`src/rtl/trap_vector_unit.sv`:
```
module trap_vector_unit #(
  parameter int PC_W  = 32,
  parameter int CNT_W = 4,
  localparam int NCLS  = 15,
  localparam int CLS_W = $clog2(NCLS)
) (
  input  logic                  clk,
  input  logic                  rst_n,
  input  logic [NCLS-1:0]       fault_req,
  input  logic [PC_W-1:0]       cur_pc,
  input  logic [NCLS-1:0]       restart_mask,
  input  logic [NCLS-1:0]       skip_mask,
  input  logic [PC_W-1:0]       pal_base,
  output logic                  redirect,
  output logic [PC_W-1:0]       new_pc,
  output logic [PC_W-1:0]       exc_addr,
  output logic [NCLS*CNT_W-1:0] fault_counts
);
  localparam logic [CNT_W-1:0] CNT_MAX = {CNT_W{1'b1}};

  logic [CLS_W-1:0] win;
  logic             hit;
  logic [13:0]      vec;
  logic             take_pc;
  logic [PC_W-1:0]  exc_next;
  logic [NCLS-1:0][CNT_W-1:0] cnt;

  assign hit = |fault_req;

  always_comb begin
    win = '0;
    for (int i = NCLS - 1; i >= 0; i--)
      if (fault_req[i]) win = CLS_W'(i);
  end

  always_comb begin
    case (win)
      4'd0:    vec = 14'h0001;
      4'd1:    vec = 14'h0401;
      4'd2:    vec = 14'h0101;
      4'd3:    vec = 14'h0081;
      4'd4:    vec = 14'h0181;
      4'd5:    vec = 14'h0201;
      4'd6:    vec = 14'h0281;
      4'd7:    vec = 14'h0301;
      4'd8,
      4'd9:    vec = 14'h0381;
      4'd10:   vec = 14'h0481;
      4'd11,
      4'd12:   vec = 14'h0501;
      4'd13:   vec = 14'h0581;
      default: vec = 14'h2001;
    endcase
  end

  assign take_pc  = restart_mask[win] || (cur_pc[1:0] == 2'b00);
  assign exc_next = (take_pc ? cur_pc : exc_addr) + (skip_mask[win] ? PC_W'(4) : '0);

  always_ff @(posedge clk) begin
    if (!rst_n) begin
      redirect <= 1'b0;
      new_pc   <= '0;
      exc_addr <= '0;
    end else begin
      redirect <= hit;
      if (hit) begin
        new_pc   <= pal_base + PC_W'(vec);
        exc_addr <= exc_next;
      end
    end
  end

  for (genvar g = 0; g < NCLS; g++) begin : g_cnt
    always_ff @(posedge clk) begin
      if (!rst_n)
        cnt[g] <= '0;
      else if (hit && win == CLS_W'(g) && cnt[g] != CNT_MAX)
        cnt[g] <= cnt[g] + 1'b1;
    end
  end

  assign fault_counts = cnt;
endmodule

```
`config.mk`:
```
export PLATFORM = sky130hd
export DESIGN_NAME = trap_vector_unit
export DESIGN_NICKNAME = d
export VERILOG_FILES = /design/src/rtl/trap_vector_unit.sv
export SDC_FILE = /design/constraint.sdc
export NUM_CORES = 1
export LEC_CHECK = 0
export BUFFER_PORTS_ARGS = -buffer_cell sky130_fd_sc_hd__buf_2
export CORE_MARGIN = 4
export CORE_UTILIZATION = 46
export CTS_CLUSTER_DIAMETER = 40
export CTS_CLUSTER_SIZE = 12
export DETAILED_ROUTE_END_ITERATION = 10
export PLACE_DENSITY = 0.8
export SLEW_MARGIN = 20
export SYNTH_ARGS = -nofsm -noshare
export SYNTH_HDL_FRONTEND = slang
export SYNTH_SLANG_ARGS = --single-unit
```
`constraint.sdc`:
```
create_clock -name clk -period 4.7 [get_ports clk]
set_input_delay 0.94 -clock clk [delete_from_list [all_inputs] [get_ports clk]]
set_output_delay 0.94 -clock clk [all_outputs]
set_load 0.01 [all_outputs]
```
# Word level (Yosys, flattened, before mapping)
# Memory sizes are Yosys's and may differ from the RTL's.
# Cells that the tools add are included.
[totals]
regBits = 125
latch_bits = 0
ramBits = 0
rom_bits = 80
out_inout_bits = 125
mem_count = 1
[classes]
add_sub_neg = 17
n_mul = 0
n_div = 0
n_lt_le_gt_ge = 1
eq_ne = 29
shift = 0
mux = 21
bitwise_logic = 0
reduce_logical = 34
[memory_table]
columns = ["name", "words", "width", "read_ports", "rd_clocked_by_memory_dff", "write_ports", "line_no", "rtl"]
rows = [
  ["(name not given)", 16, 5, 1, 0, 0, "37", "case (win)"],
]
[op_table]
columns = ["operator", "count"]
rows = [
  ["adder 4 x 1 -> 4 bit (second input constant)", 15],
  ["2-to-1 mux 4 bit", 15],
  ["!= test 4 bit (second input constant)", 15],
  ["adder 32 x 14 -> 32 bit", 1],
  ["adder 32 x 3 -> 32 bit", 1],
  ["2-to-1 mux 32 bit", 1],
  ["logical AND 1 bit", 30],
  ["equality test 4 bit (second input constant)", 7],
  ["equality test 4 x 3 -> 1 bit (second input constant)", 4],
  ["OR reduction 15 bit", 1],
  ["binary-select mux 1 bit (select 4 bit)", 2],
  ["equality test 4 x 2 -> 1 bit (second input constant)", 2],
  ["< comparator 4 x 5 -> 1 bit (second input constant)", 1],
  ["equality test 4 x 1 -> 1 bit (second input constant)", 1],
  ["logical NOT 4 bit", 1],
  ["2-to-1 mux 3 bit", 1],
  ["logical NOT 2 bit", 1],
  ["2-to-1 mux 1 bit", 2],
  ["logical OR 1 bit", 1],
]

# Longest topological paths before layout
[depth]
ltp_word = 20
depth_mapped = 19

# Least setup slack after synthesis
# OpenSTA, ideal clock, no wires.
[synth_path]
path_kind = "input-to-reg"
from = "input port fault_req[1]"
to = "register exc_addr[26]"
arrival_ns = 4.782
required_time_ns = 4.642
path_slack_ns = -0.140
path_stages = 18
cell_sequence = "buf_2 or4_1 a221oi_2 or2_2 buf_4 o21ai_1 o32ai_2 buf_4 mux2_2 ha_1 ha_1 nand2_1 nor2_1 and3_1 nand3_1 or4_1 a21oi_1 o21a_1"
[synth_between]
elab_chain_len = 7
elab_cells_between_ends = 11
classes_between = "add/sub: 1; mux: 8; reduce/logical: 2"
[synth_lines]
columns = ["item", "line_no", "rtl"]
rows = [
  ["from (decl)", "9", "input logic [NCLS-1:0] fault_req,"],
  ["2-to-1 mux 4 bit (2 in series)", "33", "if (fault_req[i]) win = CLS_W'(i);"],
  ["binary-select mux 1 bit (select 4 bit)", "56", "assign take_pc = restart_mask[win] || (cur_pc[1:0] == 2'b00);"],
  ["2-to-1 mux 1 bit (not written as such)", "56", ""],
  ["logical OR 1 bit", "56", ""],
  ["2-to-1 mux 32 bit", "57", "assign exc_next = (take_pc ? cur_pc : exc_addr) + (skip_mask[win] ? PC_W'(4) : '0);"],
  ["adder 32 x 3 -> 32 bit", "57", ""],
  ["to (signal assigned)", "68", "exc_addr <= exc_next;"],
  ["to (decl)", "16", "output logic [PC_W-1:0] exc_addr,"],
]
# Parallel ways exist; a longest one is shown, timed or not. The select of a mux whose other input is x is not followed.
# A chain may end at the register's enable or synchronous reset.

# Final worst setup path
[layout_path]
from = "input port fault_req[5]"
to = "register exc_addr[26]"
[layout_between]
elab_chain_len = 11
elab_cells_between_ends = 15
classes_between = "add/sub: 1; mux: 12; reduce/logical: 2"
[layout_lines]
columns = ["item", "line_no"]
rows = [
  ["2-to-1 mux 4 bit (6 in series)", "33"],
  ["binary-select mux 1 bit (select 4 bit)", "56"],
  ["2-to-1 mux 1 bit (not written as such)", "56"],
  ["logical OR 1 bit", "56"],
  ["2-to-1 mux 32 bit", "57"],
  ["adder 32 x 3 -> 32 bit", "57"],
]
# Parallel ways exist; a longest one is shown, timed or not. The select of a mux whose other input is x is not followed.

==> out/qor.log <==
INFO  outcome        result_of_the_run=finished, final reports clean
INFO  detailed_routing drt_first_iter_violations=470
INFO  sta            worst-slew-pin-transition=0.811ns
INFO  finish         fin_cells=1415
INFO  global_routing global_route.overflow_total=0
INFO  die            num_io_pins=236
INFO  clock_network  cts_tree=built
INFO  placement      detailedPlacementHpwl=16900um
INFO  sta            grt_setup_unrepaired=no
INFO  global_routing grtUsageTotal=23.8%
INFO  synthesis      post-synth-top-count-cell=sky130_fd_sc_hd__dfxtp_1
INFO  clock_network  number_of_buffers_added_by_the_clock_tree_synthesis_step=17
INFO  placement      finalWeightedCongestion=0.895
INFO  critical_path  cp-end-kind=register
INFO  global_routing grt_first_pass_wirelength=36200um
INFO  sta            skew=0.00643ns
INFO  critical_path  timing.critical_path.mode_cell=sky130_fd_sc_hd__or4_1
INFO  synthesis      synth.avg_cell_area=8.28um^2
INFO  synthesis      post-synth-top-area-cell=sky130_fd_sc_hd__dfxtp_1
INFO  die            coreArea=0.0165mm^2
INFO  clock_network  cts-htree-levels=4
INFO  power_and_ir_drop p_leak=4.50nW
INFO  sta            fmax=0.230GHz
INFO  synthesis      postSynthRegisterBits=125
INFO  synthesis      netlist-cell-type-count=68
INFO  critical_path  cp_max_fo=9
INFO  clock_network  clock_sink_count=125
INFO  critical_path  critPathSlowestCell=sky130_fd_sc_hd__or4_1
INFO  sta            timing.hold.ws=0.462ns
INFO  flow_run       drv_cap=0
INFO  synthesis      yosysSeqAreaShare=32.5%
INFO  synthesis      post_synth_instance_area=0.00770mm^2
INFO  critical_path  path_buf_inv=2
INFO  power_and_ir_drop fin_total_pwr=2.98mW
INFO  finish         nFillCells=1499
INFO  detailed_routing wl_per_cell=16.3um
INFO  synthesis      ys_dominant_reg_cell=sky130_fd_sc_hd__dfxtp_1
INFO  detailed_routing drt_pre_antenna_iters=7
INFO  global_routing grt_start_max_net_pins=129
INFO  critical_path  worst-endpoint-required=5.06ns
INFO  finish         layout_cell_area_excl_fill=0.00989mm^2
INFO  detailed_routing route.final.wire_length=23000um
INFO  detailed_routing drc_errors=0
INFO  finish         antennaDiodeCount=0
INFO  clock_network  cts.reportedPaths.clkPinSlew=0.06ns
INFO  placement      postPlaceCellArea=0.00930mm^2
INFO  global_routing grt_pass1_vias=7343
INFO  critical_path  crit_path_cell_trace=buf_2 -> or4_1 -> a221oi_2 -> or2_2 -> inv_1 -> a31oi_1 -> o22ai_1 -> nor3_1 -> ha_1 -> ha_2 -> nand2_1 -> nor2_2 -> and3_1 -> nand3_1 -> or4_1 -> a21oi_1 -> o21a_1
INFO  detailed_routing viasPerCell=5.60
INFO  synthesis      syn_inst=931
INFO  synthesis      synth_top_area_share=32.5%
INFO  sta            post-route-period-util=92.7%
INFO  critical_path  critPathTopFamily=simple AND/OR/NAND/NOR gates
INFO  sta            timing.max_slew.rel_slack=45.9%
INFO  finish         layout.nets=1324
INFO  die            floorplan.rows=47
INFO  clock_network  cts_hold_repair.buffers=0
INFO  min_path       type_of_the_most_critical_hold_path=register to register
INFO  sta            timing_max_transition_violations_final=0
INFO  synthesis      ys_warn_count=0
INFO  placement      port-buffer-count=235
INFO  die            floorplan.initialDensity=46.6%
INFO  clock_network  clockBufferDepth=2
INFO  power_and_ir_drop pwr_density_cell=302mW/mm^2
INFO  sta            final_period_minus_worst_setup_slack=4.36ns
INFO  placement      dp_cells=1383
INFO  clock_network  cts.repair.resized=0
INFO  critical_path  worst-endpoint-arrival=4.71ns
INFO  synthesis      synth_top_cells_by_area=sky130_fd_sc_hd__dfxtp_1, sky130_fd_sc_hd__xnor2_1, sky130_fd_sc_hd__nand2_1, sky130_fd_sc_hd__ha_1, sky130_fd_sc_hd__and2_1
INFO  sta            setup_viol_count_final=0
INFO  die            die_x=137um
INFO  detailed_routing num_vias=7924
INFO  detailed_routing detail_route_antenna_nets=0
INFO  synthesis      synth_enable_flop_cells=0
INFO  clock_network  cts.repair_timing.setup_buffer_count=0
INFO  finish         area.growth.synth_to_final=28.3%
INFO  die            design.die.area=0.0189mm^2
INFO  finish         proportion_of_layout_cells_with_a_drive_suffix_above_1=28.4%
INFO  critical_path  critPathKind=input pin to register
INFO  critical_path  critical_path.startpoint_type=input pin
INFO  synthesis      async_reset_ff_share=0%
INFO  die            die_height=137um
INFO  global_routing grt_antenna_before_repair=1
INFO  clock_network  clk_root_buffer_cell=sky130_fd_sc_hd__clkbuf_16
INFO  synthesis      synth_top_cells_by_count=sky130_fd_sc_hd__dfxtp_1, sky130_fd_sc_hd__nand2_1, sky130_fd_sc_hd__nor2_1, sky130_fd_sc_hd__xnor2_1, sky130_fd_sc_hd__and2_1
INFO  clock_network  clock_insertion_delay_worst_skew=0.42ns
INFO  sta            hold_viol_final=0
INFO  critical_path  max_stage_delay=0.54ns
INFO  power_and_ir_drop vdd_drop_max=0.000258V
INFO  synthesis      synth_fp_nets=1073
[cell usage in the layout (no fill, tap or decap), drive strengths merged, types with 21 or more instances in the layout]
cell type / instances
and3: 21
nor2b: 24
ha: 31
mux2i: 27
xnor2: 57
and2: 56
nor2: 58
o21ai: 48
a21oi: 52
nand3: 37
dfxtp: 125
nand2: 116
xor2: 40
buf: 274
nand4: 31
[area by class of cell]
class / count / area [um^2] / area share [%]
clock inverters: 15 / 161 / 1.63
inverters: 16 / 60.1 / 0.607
well taps: 220 / 275 / 2.78
multi-input cells: 748 / 4980 / 50.3
repair buffers: 274 / 1490 / 15.0
flip-flops and latches: 125 / 2500 / 25.3
clock buffers: 17 / 425 / 4.30
[flip-flops by register name, indices dropped and copies added (netlist names)]
signal	cells
fault_counts	60
exc_addr	32
new_pc	32
redirect	1
[routing by layer]
| layer | GRT usage (%) | vias up | wire length, um |
|---|---|---|---|
| met1 | 29.2 | 3659 | 9410 |
| li1 | - | 3861 | - |
| met2 | 40.0 | 346 | 11000 |
| met4 | 7.76 | 2 | 524 |
| met5 | 0 | - | 8 |
| met3 | 6.98 | 56 | 2060 |
[tightest hold or removal path, delay by kind of cell, from the launching register on]
| family | cells | cell delay [ns] |
|---|---|---|
| flops | 1 | 0.31 |
| compound gates | 1 | 0.06 |
| simple gates | 1 | 0.05 |
[logic make-up after synthesis]
logic type / share of synthesized area [%]
multiplexers: 4.14
AO/OA/AOI/OAI: 17.9
flip-flops: 32.5
AND/OR/NAND/NOR: 26.1
buffers and inverters: 3.33
XOR/XNOR: 11.0
adder cells (fa/ha/maj): 5.03
[per-stage QoR]
step	setup slack (ns)	setup TNS (ns)	utilization [%]
after floorplan	0.0224	0	-
after global placement	0.0500	0	56.3
after detailed placement	-0.0380	-0.0750	56.3
after CTS	0.375	0	59.8
after global routing	0.0417	0	59.8
final	0.345	0	59.8
[worst paths after layout]
check | slack, ns | cells after the start | startpoint | endpoint
min reg2reg | 0.46 | 2 | new_pc[8]$_SDFFE_PN0P_ | new_pc[8]$_SDFFE_PN0P_
max | 0.34 | 17 | fault_req[5] | exc_addr[26]$_SDFFE_PN0P_
min | 0.46 | 2 | new_pc[8]$_SDFFE_PN0P_ | new_pc[8]$_SDFFE_PN0P_
max reg2reg | 2.20 | 7 | exc_addr[11]$_SDFFE_PN0P_ | exc_addr[31]$_SDFFE_PN0P_
[power by group]
part | internal [mW] | leakage, nW | total (mW) | switching, mW
registers | 1.12 | 1.03 | 1.17 | 0.0538
logic | 0.228 | 3.19 | 0.502 | 0.274
clock network | 0.788 | 0.282 | 1.31 | 0.523
total | 2.13 | 4.50 | 2.98 | 0.851
Note: power is estimated with default switching activity, not from simulation.
